==> config.mk <==
export PLATFORM = sky130hd
export DESIGN_NAME = carrier_mod
export DESIGN_NICKNAME = d
export VERILOG_FILES = /design/src/rtl/carrier_pkg.sv /design/src/rtl/carrier_tick_sel.sv /design/src/rtl/carrier_cnt.sv /design/src/rtl/carrier_gate.sv /design/src/rtl/carrier_mod.sv
export SDC_FILE = /design/constraint.sdc
export NUM_CORES = 1
export LEC_CHECK = 0
export ABC_AREA = 1
export BUFFER_PORTS_ARGS = -buffer_cell sky130_fd_sc_hd__buf_2
export CORE_UTILIZATION = 50
export CTS_BUF_LIST = sky130_fd_sc_hd__clkbuf_8
export CTS_CLUSTER_DIAMETER = 30
export DETAILED_ROUTE_END_ITERATION = 8
export PLACE_DENSITY = 0.88
export SYNTH_ARGS = -nofsm -noshare
export SYNTH_HDL_FRONTEND = slang
export SYNTH_HIERARCHICAL = 1
export SYNTH_SLANG_ARGS = --single-unit
==> constraint.sdc <==
create_clock -name clk_i -period 5.1 [get_ports clk_i]
set_input_delay 1.02 -clock clk_i [delete_from_list [all_inputs] [get_ports clk_i]]
set_output_delay 1.02 -clock clk_i [all_outputs]
set_load 0.05 [all_outputs]
==> src/rtl/carrier_pkg.sv <==
package carrier_pkg;
  typedef enum logic [1:0] {
    MODE_OFF       = 2'b00,
    MODE_BURST_TMR = 2'b01,
    MODE_BURST_SER = 2'b10,
    MODE_FSK       = 2'b11
  } mode_e;
endpackage

==> src/rtl/carrier_tick_sel.sv <==
module carrier_tick_sel (
  input  logic clk_sel_i,
  input  logic int_tick_i,
  input  logic ext_tick_i,
  input  logic run_i,
  output logic tick_o
);
  assign tick_o = run_i & (clk_sel_i ? ext_tick_i : int_tick_i);
endmodule

==> src/rtl/carrier_cnt.sv <==
module carrier_cnt #(
  parameter int CNT_W = 8
) (
  input  logic             clk_i,
  input  logic             rst_ni,
  input  logic             clr_i,
  input  logic             tick_i,
  input  logic [CNT_W-1:0] cmp_i,
  output logic [CNT_W-1:0] cnt_o,
  output logic             tff_o,
  output logic             wrap_o,
  output logic             match_o
);
  logic [CNT_W-1:0] cnt_q;
  logic             tff_q;
  logic             match_q;
  logic             hit;

  // >= so a lowered compare restarts at once instead of running to overflow
  assign hit    = (cnt_q >= cmp_i);
  assign wrap_o = tick_i & hit;

  always_ff @(posedge clk_i or negedge rst_ni) begin
    if (!rst_ni) begin
      cnt_q   <= '0;
      tff_q   <= 1'b0;
      match_q <= 1'b0;
    end else if (clr_i) begin
      cnt_q   <= '0;
      tff_q   <= 1'b0;
      match_q <= 1'b0;
    end else begin
      match_q <= wrap_o;
      if (tick_i) begin
        if (hit) begin
          cnt_q <= '0;
          tff_q <= ~tff_q;
        end else begin
          cnt_q <= cnt_q + 1'b1;
        end
      end
    end
  end

  assign cnt_o   = cnt_q;
  assign tff_o   = tff_q;
  assign match_o = match_q;
endmodule

==> src/rtl/carrier_gate.sv <==
module carrier_gate
  import carrier_pkg::*;
(
  input  mode_e mode_i,
  input  logic  tff_i,
  input  logic  gate_tmr_i,
  input  logic  ser_data_i,
  output logic  carrier_o
);
  always_comb begin
    unique case (mode_i)
      MODE_BURST_TMR: carrier_o = tff_i & gate_tmr_i;
      MODE_BURST_SER: carrier_o = tff_i & ser_data_i;
      MODE_FSK:       carrier_o = tff_i;
      default:        carrier_o = 1'b0;
    endcase
  end
endmodule

==> src/rtl/carrier_mod.sv <==
module carrier_mod
  import carrier_pkg::*;
#(
  parameter int CNT_W = 8
) (
  input  logic             clk_i,
  input  logic             rst_ni,
  input  logic             clk_sel_i,
  input  logic             int_tick_i,
  input  logic             ext_tick_i,
  input  logic             mode_we_i,
  input  logic [1:0]       mode_i,
  input  logic [CNT_W-1:0] cmp1_i,
  input  logic [CNT_W-1:0] cmp2_i,
  input  logic             gate_tmr_i,
  input  logic             ser_data_i,
  output logic             carrier_o,
  output logic             tog_o,
  output logic             match_o,
  output logic [CNT_W-1:0] cnt_o
);
  mode_e            mode_q;
  logic             sel_q;
  logic             mode_chg;
  logic             run;
  logic             tick_w;
  logic             wrap_w;
  logic [CNT_W-1:0] cmp_act;

  assign mode_chg = mode_we_i && (mode_e'(mode_i) != mode_q);
  assign run      = (mode_q != MODE_OFF);
  assign cmp_act  = sel_q ? cmp2_i : cmp1_i;

  always_ff @(posedge clk_i or negedge rst_ni) begin
    if (!rst_ni) begin
      mode_q <= MODE_OFF;
      sel_q  <= 1'b0;
    end else if (mode_chg) begin
      mode_q <= mode_e'(mode_i);
      sel_q  <= (mode_e'(mode_i) == MODE_FSK) & ser_data_i;
    end else if (wrap_w && mode_q == MODE_FSK) begin
      // frequency select only moves on a restart boundary
      sel_q <= ser_data_i;
    end
  end

  carrier_tick_sel u_tick (
    .clk_sel_i (clk_sel_i),
    .int_tick_i(int_tick_i),
    .ext_tick_i(ext_tick_i),
    .run_i     (run),
    .tick_o    (tick_w)
  );

  carrier_cnt #(.CNT_W(CNT_W)) u_cnt (
    .clk_i  (clk_i),
    .rst_ni (rst_ni),
    .clr_i  (mode_chg || !run),
    .tick_i (tick_w),
    .cmp_i  (cmp_act),
    .cnt_o  (cnt_o),
    .tff_o  (tog_o),
    .wrap_o (wrap_w),
    .match_o(match_o)
  );

  carrier_gate u_gate (
    .mode_i    (mode_q),
    .tff_i     (tog_o),
    .gate_tmr_i(gate_tmr_i),
    .ser_data_i(ser_data_i),
    .carrier_o (carrier_o)
  );
endmodule

# Yosys cells after proc, flatten, opt, wreduce, memory -nomap -nowiden
# Index checks and enable logic that the tools add are counted.
[word_totals]
register_bits = 13
input_bits = 26
output_inout_bits = 11
wordCells = 39
[op_classes]
addsub = 1
order_cmp = 1
eq_ne = 5
mux = 12
bitwise_logic = 6
n_reduce_logical = 9
[op_table]
columns = ["op", "n"]
rows = [
  ["$mux 8", 4],
  ["$add 8x1->8 const B", 1],
  ["$ge 8x8->1", 1],
  ["$reduce_bool 2->1", 4],
  ["$mux 1", 7],
  ["$eq 2x2->1 const B", 3],
  ["$and 1x1->1", 5],
  ["$pmux 1 s3", 1],
  ["$eq 2x1->1 const B", 1],
  ["$logic_and 1x1->1", 2],
  ["$ne 2x2->1", 1],
  ["$reduce_and 2->1", 1],
  ["$logic_not 1->1", 1],
  ["$logic_or 1x1->1", 1],
  ["$not 1->1", 1],
]

# Longest topological paths before layout
# Gate-level depths: netlist of the first run.
[depth]
ltp_word = 6
ltp_mapped = 16
ltp_nobuf = 15

# By module
# The synthesis of the first run kept the hierarchy.
[modules_own_cells]
columns = ["module", "n_inst", "cells_each", "area_per_inst_um2", "seq_area_each_um2"]
rows = [
  ["carrier_cnt", 1, 99, 755.7, 250.2],
  ["carrier_mod", 1, 37, 276.5, 75.1],
  ["carrier_gate", 1, 15, 93.8, 0.0],
  ["carrier_tick_sel", 1, 5, 21.3, 0.0],
]

# Worst setup path after synthesis of the first run
# Ideal clock, no wire load.
[synth_path]
path_type = "input -> output"
from = "input ser_data_i"
to = "output carrier_o"
arrival_ns = 1.662
required_ns = 4.080
setup_slack_ns = 2.418
path_stages = 4
n_path_buf = 0
cell_sequence = "inv_1 > nand2_1 > nand3_2 > a21oi_2"
[synth_between]
elab_chain_len = 2
[synth_lines]
columns = ["element", "line_no", "source"]
rows = [
  ["from (decl)", "carrier_mod.sv:16", "input logic ser_data_i,"],
  ["$and 1x1->1", "carrier_gate.sv:13", "MODE_BURST_SER: carrier_o = tff_i & ser_data_i;"],
  ["$pmux 1 s3", "carrier_gate.sv:11", "unique case (mode_i)"],
  ["to (decl)", "carrier_mod.sv:17", "output logic carrier_o,"],
]
# No other way between the ends.

# Final worst setup path of the first run
# Ends and elaborated chain as after synthesis.

==> reports/summary.md, run 1 <==
Status
* **status** complete, no violations

Route
* **drt drc** 0
* **number of nets with antenna violations after detailed routing** 0
* **total via count in the routed design** 1085
* **Final Routed Wirelength** 2.44 mm
* **DR iter-0 viols** 17
* **DRT Pass-1 Iters** 4
* **vias per inst** 4.89
* **average wire per standard cell** 11.0 um

Global route
* **pin count of the biggest net entering global routing** 14
* **grt ovf** 0
* **via count of the first global-routing pass** 1073
* **number of antenna violations at the first check in global routing** 0
* **global-route wire length before repair** 4.35 mm
* **All-Layer GR Usage** 23.1%

Synth
* **post-synthesis compound-gate area fraction** 4.03%
* **parity-gate share of the synthesized area counting xor and xnor cells** 3.05%
* **Post-synth EDFFs** 0
* **multiplexer fraction of the synthesized cell area** 7.85%
* **synthesized area** 0.00115 mm^2
* **number of warning messages in the yosys log** 6
* **list of most frequent post-synthesis cells** nand2_1 (39), inv_1 (34), dfrtp_1 (13)
* **area fraction of the dominant cell type after synthesis** 28.4%
* **fraction of the mapped netlist area in simple logic gates** 31.4%
* **cell type with the largest total area after synthesis** dfrtp_1
* **area share of fa/ha/maj cells after synthesis** 13.1%
* **Distinct cells, synth** 20
* **post-synthesis area per instance** 7.35 um^2
* **post-synth net total** 194
* **fraction of the yosys area taken by sequential cells** 28.4%
* **dominant combinational cell family by area after synthesis** simple AND/OR/NAND/NOR gates
* **Cells after Synth** 156
* **most instantiated library cell after synthesis** nand2_1
* **Area contributors post-synth** dfrtp_1 (28%), ha_1 (13%), nand2_1 (13%)
* **share of async-settable or async-resettable flops after synthesis** 100%
* **synthesized flop and latch total** 13
* **flip-flop cell with the highest count after synthesis** dfrtp_1

Setup path
* **reg-to-reg startpoint** sel_q
* **Critical Path Start** ser_data_i
* **critical path endpoint** carrier_o
* **endpoint of the worst-slack reg-to-reg timing path** sel_q
* **path depth of the worst reg2reg path** 12
* **sort of element at the start of the critical path** input port
* **register-to-register setup slack** 2.83 ns
* **worst path required time** 4.08 ns
* **CP Data Arrival Time** 1.66 ns
* **WS Path Type** in2out
* **Setup crit end kind** output port
* **Worst Path Max Fanout** 2

Finish
* **Layout Nets** 234
* **final instance area** 0.00140 mm^2
* **relative area change from synthesis to final layout** 22.1%
* **layout cells sized above 1** 31.8%
* **Antenna Cells** 0

Min path
* **class of the tightest hold or removal check** reg2reg
* **Hold Crit Depth** 2

Power and ir drop
* **VDD IR-drop max** 198 uV
* **Power Density** 255 mW/mm^2
* **Lkg Pwr** 0.837 nW

Floorplan
* **standard cell core area** 0.00206 mm^2
* **chip height** 49.9 um
* **Top-Level Pins** 37
* **die area** 0.00249 mm^2
* **horizontal die dimension** 49.9 um
* **placement row count** 16
* **initial core utilization** 55.6%

Clock tree
* **total of hold buffers inserted after clock tree synthesis** 0
* **clock tree sinks** 13
* **Reg clk slew, reported paths** 0.05 ns
* **clock tree from TritonCTS** done
* **clock insertion delay at the later pin of the skew report** 0.25 ns
* **clock root buffer master** clkbuf_8
* **CTS Buf Count** 3
* **post-cts repair resize count** 0
* **maximum buffer depth of the clock tree** 2
* **Setup Fix Bufs, Post-CTS** 0
* **number of levels in the clock H-tree** 1

STA
* **count of final hold-check violations** 0
* **Fmax achieved** 374 MHz
* **portion of the clock cycle consumed by the worst path in the final layout** 52.5%
* **measured slew at the worst slew-check pin** 0.398 ns
* **Max-Slew Margin vs Limit** 73.5%
* **fin worst setup slack** 2.42 ns
* **RSZ-0062 raised after global routing** no
* **post-route clock skew** 0.00394 ns
* **final number of setup-violating endpoints** 0
* **aggregate negative setup slack** 0 ns
* **max-slew violation count** 0
* **final period demand of the worst path** 2.68 ns

Place
* **setup slack at placement** 2.42 ns
* **count of port buffers added during placement** 36
* **Detailed Place HPWL** 2.02 mm
* **global placer's final weighted congestion** 0.757
* **post-place instance area** 0.00136 mm^2

Flow run
* **maxcap violations** 0

per-stage QoR:
stage	std cells	power [mW]	hold WS, ns	util [%]
finish	222	0.358	0.577	68.0
detailed placement	218	0.268	0.569	65.8
CTS	222	0.362	0.582	68.0
floorplan	156	0.231	0.588	-
global placement	218	0.261	0.544	65.8
global route	222	0.385	0.594	68.0
layout make-up:
class,instances,area [um^2]
multi-input cells,106,682
fillers,171,661
flip-flops and latches,13,325
clock buffers,3,41.3
inverters,36,135
well taps,27,33.8
repair buffers,36,180
clock inverters,1,3.75
worst min path at each step:
stage | from | endpoint | slack (ns)
floorplan | mode_q[0] | mode_q[0] | 0.59
detailed placement | u_cnt/tff_o | u_cnt/tff_o | 0.57
CTS | u_cnt/tff_o | u_cnt/tff_o | 0.58
global placement | u_cnt/tff_o | u_cnt/tff_o | 0.54
global route | u_cnt/tff_o | u_cnt/tff_o | 0.59
finish | u_cnt/tff_o | u_cnt/tff_o | 0.58
report_power, final:
group	switching, mW	internal (mW)
sequential	0.0140	0.113
combinational	0.0888	0.0503
clock	0.0384	0.0533
critical path, stage by stage:
cell     delay [ns]
buf_2          0.09
inv_1          0.04
nand2_1        0.06
nand3_2        0.08
a21oi_2        0.11
buf_2          0.26
state kept, by name, summed over array words and instances (netlist names):
name           cells
u_cnt/tff_o        1
u_cnt/match_o      1
u_cnt/cnt_o        8
sel_q              1
mode_q             2
cells in the final DEF (no fill, tap or decap):
master | netlist | final
nand2_1 | 39 | 39
buf_2 | 1 | 36
inv_1 | 34 | 35
dfrtp_1 | 13 | 13
ha_1 | 12 | 12
nor2_1 | 10 | 10
nand3_1 | 9 | 9
mux2_2 | 8 | 8
nand4_1 | 4 | 4
nor2_4 | 4 | 4
o21ai_0 | 3 | 3
clkbuf_8 | 0 | 3
a21oi_1 | 3 | 3
nand3_2 | 3 | 3
nor2_2 | 3 | 3
inv_2 | 2 | 2
nand2_2 | 2 | 2
xnor2_1 | 2 | 2
xor2_1 | 2 | 2
a21o_1 | 1 | 1
a21oi_2 | 1 | 1
metal layers:
layer | vias to the layer above | track usage [%] | wire length (um)
met5 | - | 0 | 0
met4 | 0 | 8.57 | 34
met3 | 3 | 6.48 | 96
met2 | 29 | 43.0 | 1330
met1 | 496 | 24.2 | 983
li1 | 557 | - | -
kinds of logic (layout without fill, tap and decap cells):
family / Yosys count / count (layout)
simple gates: 74 / 74
fa+ha+maj: 12 / 12
xor+xnor: 4 / 4
flops: 13 / 13
compound gates: 8 / 8
mux: 8 / 8
buf+inv: 37 / 76
Note: power is estimated with default switching activity, not from simulation.
==> inputs of run 2 (changes only) <==
Clock period 5.1 ns to 2.71 ns, I/O delays scaled along.
==> reports/summary.md, run 2 (synthesized netlist as in run 1, its figures left out) <==
Clock tree
* **Reg clk slew, reported paths** 0.06 ns, about the same
* **Setup Fix Bufs, Post-CTS** 0, unchanged
* **post-cts repair resize count** 0, unchanged
* **clock root buffer master** clkbuf_8
* **clock tree sinks** 13, unchanged
* **clock tree from TritonCTS** done
* **maximum buffer depth of the clock tree** 2, unchanged
* **number of levels in the clock H-tree** 1, unchanged
* **CTS Buf Count** 3, unchanged
* **clock insertion delay at the later pin of the skew report** 0.25 ns, about the same
* **total of hold buffers inserted after clock tree synthesis** 0, unchanged

Place
* **Detailed Place HPWL** 2.14 mm, +6.0%
* **global placer's final weighted congestion** 0.765, +1.1%
* **count of port buffers added during placement** 36, unchanged

Power and ir drop
* **VDD IR-drop max** 510 uV, +160%
* **net switching share of the total power** 39.9%, +0.43 points
* **Lkg Pwr** 0.837 nW, unchanged
* **part of the total power dissipated in the clock network** 25.5%, about the same
* **Psw** 0.270 mW, +92%
* **Internal Power** 0.408 mW, +88%
* **power consumption** 0.678 mW, +89%
* **Power Density** 484 mW/mm^2, +89%
* **power share of the combinational group** 39.1%, +0.2 points
* **part of the power in registers** 35.3%, -0.2 points

STA
* **aggregate negative setup slack** 0 ns, unchanged
* **measured slew at the worst slew-check pin** 0.377 ns, -0.0211 ns
* **final period demand of the worst path** 2.26 ns
* **count of final hold-check violations** 0, unchanged
* **max-slew violation count** 0, unchanged
* **final number of setup-violating endpoints** 0, unchanged
* **RSZ-0062 raised after global routing** no
* **Max-Slew Margin vs Limit** 74.9%, +1.4 points
* **post-route clock skew** 0.00192 ns, -0.00202 ns
* **portion of the clock cycle consumed by the worst path in the final layout** 83.5%
* **Fmax achieved** 442 MHz

Flow run
* **maxcap violations** 0, unchanged

Route
* **total via count in the routed design** 1094, +0.83%
* **DR iter-0 viols** 24, +7
* **DRT Pass-1 Iters** 4, unchanged
* **drt drc** 0, unchanged
* **Final Routed Wirelength** 2.58 mm, +5.9%
* **vias per inst** 4.93, +0.83%
* **number of nets with antenna violations after detailed routing** 0, unchanged
* **average wire per standard cell** 11.6 um, +5.9%

Global route
* **All-Layer GR Usage** 22.0%, -1.1 points
* **number of antenna violations at the first check in global routing** 0, unchanged
* **pin count of the biggest net entering global routing** 14, unchanged
* **grt ovf** 0, unchanged
* **via count of the first global-routing pass** 1084, +1.0%
* **global-route wire length before repair** 4.26 mm, -2.1%

Finish
* **Antenna Cells** 0, unchanged
* **most frequent standard cell in the layout excluding fill and tap cells** nand2_1
* **relative area change from synthesis to final layout** 22.1%, unchanged
* **most frequent cells in the layout** nand2_1 (39), buf_2 (36), inv_1 (35)
* **Layout Nets** 234, unchanged
* **max FFs per register** 8, unchanged
* **layout cells sized above 1** 31.8%, unchanged

Setup path
* **WS Path Type** reg2reg
* **Setup crit end kind** flop
* **CP Data Arrival Time** 2.40 ns, +0.74 ns
* **Worst Path Max Fanout** 9, +7
* **sort of element at the start of the critical path** flop
* **worst path required time** 2.85 ns, -1.23 ns

Floorplan
* **horizontal die dimension** 49.9 um, unchanged
* **initial core utilization** 55.6%, unchanged
* **die area** 0.00249 mm^2, unchanged
* **chip height** 49.9 um, unchanged
* **Top-Level Pins** 37, unchanged
* **placement row count** 16, unchanged
* **standard cell core area** 0.00206 mm^2, unchanged

Min path
* **class of the tightest hold or removal check** in2async

Status
* **status** complete, no violations

run 2: cell counts in the layout (fill, tap and decap cells not counted):
Identical to the previous run, type by type.
run 2: power groups by stage:
| stage | sequential, mW | combinational [mW] | clock, mW |
|---|---|---|---|
| after global placement | 0.241 | 0.253 | 0 |
| final | 0.240 | 0.265 | 0.173 |
| after detailed placement | 0.243 | 0.264 | 0 |
| after floorplan | 0.281 | 0.153 | 0 |
| after global routing | 0.242 | 0.297 | 0.183 |
| after CTS | 0.240 | 0.265 | 0.176 |
run 2: final cells by class:
cell class,instances,area (um^2)
multi-input cells,106,682
flip-flops and latches,13,325
clock buffers,3,41.3
fillers,177,661
repair buffers,36,180
clock inverters,1,3.75
well taps,27,33.8
inverters,36,135
run 2: stage by stage:
stage	setup WS [ns]	area [um^2]	hold WS, ns	std cells	util (%)
floorplan	0.742	1150	0.246	156	-
global placement	0.597	1360	0.445	218	65.8
detailed placement	0.510	1360	0.450	218	65.8
CTS	0.466	1400	0.186	222	68.0
global route	0.261	1400	0.203	222	68.0
finish	0.448	1400	0.178	222	68.0
run 2: worst paths after layout:
| check | from | to | slack [ns] | cells after the start |
|---|---|---|---|---|
| max | sel_q | sel_q | 0.45 | 12 |
| min | rst_ni | mode_q[1] | 0.18 | 1 |
| max reg2reg | sel_q | sel_q | 0.45 | 12 |
| min reg2reg | u_cnt/cnt_o[1] | u_cnt/cnt_o[1] | 0.58 | 2 |
| max in group asynchronous | rst_ni | u_cnt/cnt_o[6] | 2.30 | 1 |
| min in group clk_i | mode_i[1] | mode_q[1] | 0.54 | 3 |
run 2: layer usage:
metal	wire (um)	global-route usage, %	share of wire (%)
met5	0	0	0
met3	137	5.25	5.3
met1	1040	23.5	40
met2	1390	43.0	54
met4	16	4.29	0.62
run 2: critical path, cell delays in order (launching register included):
cell and delay, ns:
dfrtp_1 0.56, mux2_2 0.38, inv_1 0.05, ha_1 0.23, a21o_1 0.18, nor2_1 0.18, nand3_1 0.11, nand2_1 0.11
inv_1 0.07, nand3_1 0.11, nand2_1 0.06, nand3_1 0.06, nand2_1 0.05
==> inputs of run 3 (changes only) <==
Settings changed: ABC_AREA 1 to 0, CORE_UTILIZATION 50 to 46, PLACE_DENSITY 0.88 to 0.86.
Clock period 2.71 ns to 1.8 ns, I/O delays scaled along.
==> reports/summary.md, run 3 <==
Floorplan
* **initial core utilization** 48.7%, -7.0 points
* **chip height** 50.1 um, +0.47%
* **horizontal die dimension** 50.1 um, +0.47%
* **standard cell core area** 0.00219 mm^2, +6.2%
* **Top-Level Pins** 37, unchanged
* **placement row count** 17, +1
* **die area** 0.00251 mm^2, +0.94%

Route
* **total via count in the routed design** 1059, -3.2%
* **number of nets with antenna violations after detailed routing** 0, unchanged
* **drt drc** 0, unchanged
* **Final Routed Wirelength** 2.87 mm, +11%
* **vias per inst** 5.40, +9.6%
* **average wire per standard cell** 14.7 um, +26%
* **DR iter-0 viols** 14, -42%
* **DRT Pass-1 Iters** 4, unchanged

Setup path
* **CP Data Arrival Time** 2.42 ns, +0.02 ns
* **register-to-register setup slack** -0.49 ns, -0.94 ns
* **sort of element at the start of the critical path** flop
* **Setup crit end kind** flop
* **reg-to-reg startpoint** sel_q
* **Worst Path Max Fanout** 5, -4
* **worst path required time** 1.93 ns, -0.92 ns
* **Critical Path Start** sel_q
* **path depth of the worst reg2reg path** 8, -4
* **WS Path Type** reg2reg
* **endpoint of the worst-slack reg-to-reg timing path** u_cnt/tff_o

Synth
* **synthesized flop and latch total** 13, unchanged
* **area fraction of the dominant cell type after synthesis** 30.5%, +2.2 points
* **Area contributors post-synth** dfrtp_1 (31%), ha_1 (14%), mux2_2 (8.5%)
* **most instantiated library cell after synthesis** dfrtp_1
* **Post-synth EDFFs** 0, unchanged
* **list of most frequent post-synthesis cells** dfrtp_1 (13), ha_1 (12), inv_1 (11)
* **flip-flop cell with the highest count after synthesis** dfrtp_1
* **post-synth net total** 151, -22%
* **post-synthesis area per instance** 9.43 um^2, +28%
* **share of async-settable or async-resettable flops after synthesis** 100%, unchanged
* **number of warning messages in the yosys log** 6, unchanged
* **Distinct cells, synth** 32, +60%
* **Cells after Synth** 113, -28%
* **fraction of the yosys area taken by sequential cells** 30.5%, +2.2 points
* **synthesized area** 0.00107 mm^2, -7.1%
* **cell type with the largest total area after synthesis** dfrtp_1

Clock tree
* **total of hold buffers inserted after clock tree synthesis** 0, unchanged
* **clock tree sinks** 13, unchanged
* **CTS Buf Count** 3, unchanged
* **clock insertion delay at the later pin of the skew report** 0.25 ns, about the same
* **number of levels in the clock H-tree** 1, unchanged
* **Reg clk slew, reported paths** 0.06 ns, about the same
* **maximum buffer depth of the clock tree** 2, unchanged
* **clock tree from TritonCTS** done
* **clock root buffer master** clkbuf_8

Finish
* **share of the core filled with cells in the final layout** 71.0%, +3.0 points
* **relative area change from synthesis to final layout** 45.9%
* **number of fill cells in the layout** 171, -3.4%
* **most frequent standard cell in the layout excluding fill and tap cells** buf_2
* **max FFs per register** 8, unchanged
* **Antenna Cells** 0, unchanged
* **Final Non-Filler Cells** 196, -12%
* **layout cells sized above 1** 54.2%, +22 points
* **most frequent cells in the layout** buf_2 (36), buf_4 (17), inv_1 (10)
* **Layout Nets** 207, -12%

Power and ir drop
* **VDD IR-drop max** 453 uV, -11%
* **power consumption** 0.889 mW, +31%
* **Lkg Pwr** 0.809 nW, -3.3%
* **Power Density** 572 mW/mm^2, +18%

STA
* **max-slew violation count** 0, unchanged
* **RSZ-0062 raised after global routing** yes
* **count of final hold-check violations** 8, +8
* **hold slack** -0.00702 ns, -0.185 ns
* **post-route clock skew** 0.00301 ns, +0.00109 ns
* **fin worst setup slack** -0.494 ns, -0.943 ns
* **final number of setup-violating endpoints** 11, +11
* **Max-Slew Margin vs Limit** 79.7%, +4.8 points
* **final period demand of the worst path** 2.29 ns, +0.0327 ns
* **measured slew at the worst slew-check pin** 0.305 ns, -0.0718 ns
* **portion of the clock cycle consumed by the worst path in the final layout** 127%, +44 points
* **Fmax achieved** 436 MHz, -1.4%

Global route
* **number of antenna violations at the first check in global routing** 0, unchanged
* **via count of the first global-routing pass** 1016, -6.3%
* **met3 global-route usage** 3.03%, -2.2 points
* **global-route wire length before repair** 4.42 mm, +3.7%
* **All-Layer GR Usage** 24.7%, +2.6 points
* **global-route met1 utilization** 24.6%, +1.0 points
* **global-route met2 utilization** 46.4%, +3.4 points
* **grt ovf** 0, unchanged
* **pin count of the biggest net entering global routing** 14, unchanged
* **busiest metal layer after global routing** met2

Place
* **Detailed Place HPWL** 2.13 mm, -0.67%
* **global placer's final weighted congestion** 0.807, +5.6%
* **instance count after placement with tap cells included** 186, -15%
* **count of port buffers added during placement** 36, unchanged

Flow run
* **maxcap violations** 0, unchanged

Status
* **status** complete, but fails checks
* **failing checks** hold timing, setup timing

Min path
* **class of the tightest hold or removal check** in2async

[run 3: layer usage]
| metal | wire length, um | up-vias |
|---|---|---|
| met5 | 0 | - |
| met4 | 92 | 0 |
| met3 | 211 | 9 |
| met2 | 1530 | 54 |
| met1 | 1040 | 494 |
| li1 | - | 502 |
[run 3: metrics by stage]
step	hold slack (ns)	worst slack [ns]	TNS (ns)	area (um^2)
detailed placement	0.265	-0.604	-5.66	1380
floorplan	0.0644	-0.489	-3.04	1100
finish	-0.00702	-0.494	-4.75	1560
global placement	0.257	-0.498	-4.54	1380
CTS	0.00552	-0.456	-4.07	1500
global route	0.0183	-0.541	-5.30	1560
[run 3: repair_timing]
item                                    4_1_cts  5_1_grt
gates cloned                                  0        0
gates resized for setup                      16        9
endpoints found under the setup margin       12       12
pin swaps                                     7        4
buffers inserted                              3        3
[run 3: final cells by class]
| cell class | count | area (um^2) | share of cell area (%) |
|---|---|---|---|
| Timing Repair Buffer | 55 | 330 | 21.2 |
| Clock inverter | 1 | 3.75 | 0.241 |
| Tap cell | 28 | 35.0 | 2.25 |
| Multi-Input combinational cell | 85 | 773 | 49.7 |
| Sequential cell | 13 | 330 | 21.2 |
| Inverter | 11 | 41.3 | 2.65 |
| Clock buffer | 3 | 41.3 | 2.65 |
[run 3: cell families after synthesis]
family	count (synthesis)	synth area share, %
adders and majority gates	12	14.1
xor gates and xnor gates	6	4.93
DFF	13	30.5
muxes	15	15.7
buffers and inverters	15	6.10
AOI/OAI and AO/OA	17	10.4
and+or+nand+nor	35	18.2
[run 3: worst max-delay path by stage]
stage	slack, ns	depth (start not counted)	end
after global routing	-0.54	10	sel_q
after floorplan	-0.49	9	u_cnt/tff_o
after CTS	-0.46	8	u_cnt/tff_o
after detailed placement	-0.60	8	u_cnt/cnt_o[5]
final	-0.49	8	u_cnt/tff_o
after global placement	-0.50	7	u_cnt/tff_o
[run 3: where the power goes]
group	total, mW	switching, mW	leakage [nW]	internal [mW]
Clock	0.261	0.110	0.0269	0.151
Combinational	0.308	0.160	0.611	0.148
Sequential	0.320	0.0131	0.171	0.307
[run 3: worst max-delay path, cell delays in order, from the launching register on]
cell,delay [ns]
dfrtp_2,0.41
buf_6,0.13
mux2_4,0.31
ha_4,0.21
nand2b_4,0.12
a2111o_1,0.38
a21oi_2,0.22
nor2b_4,0.08
mux2_4,0.31
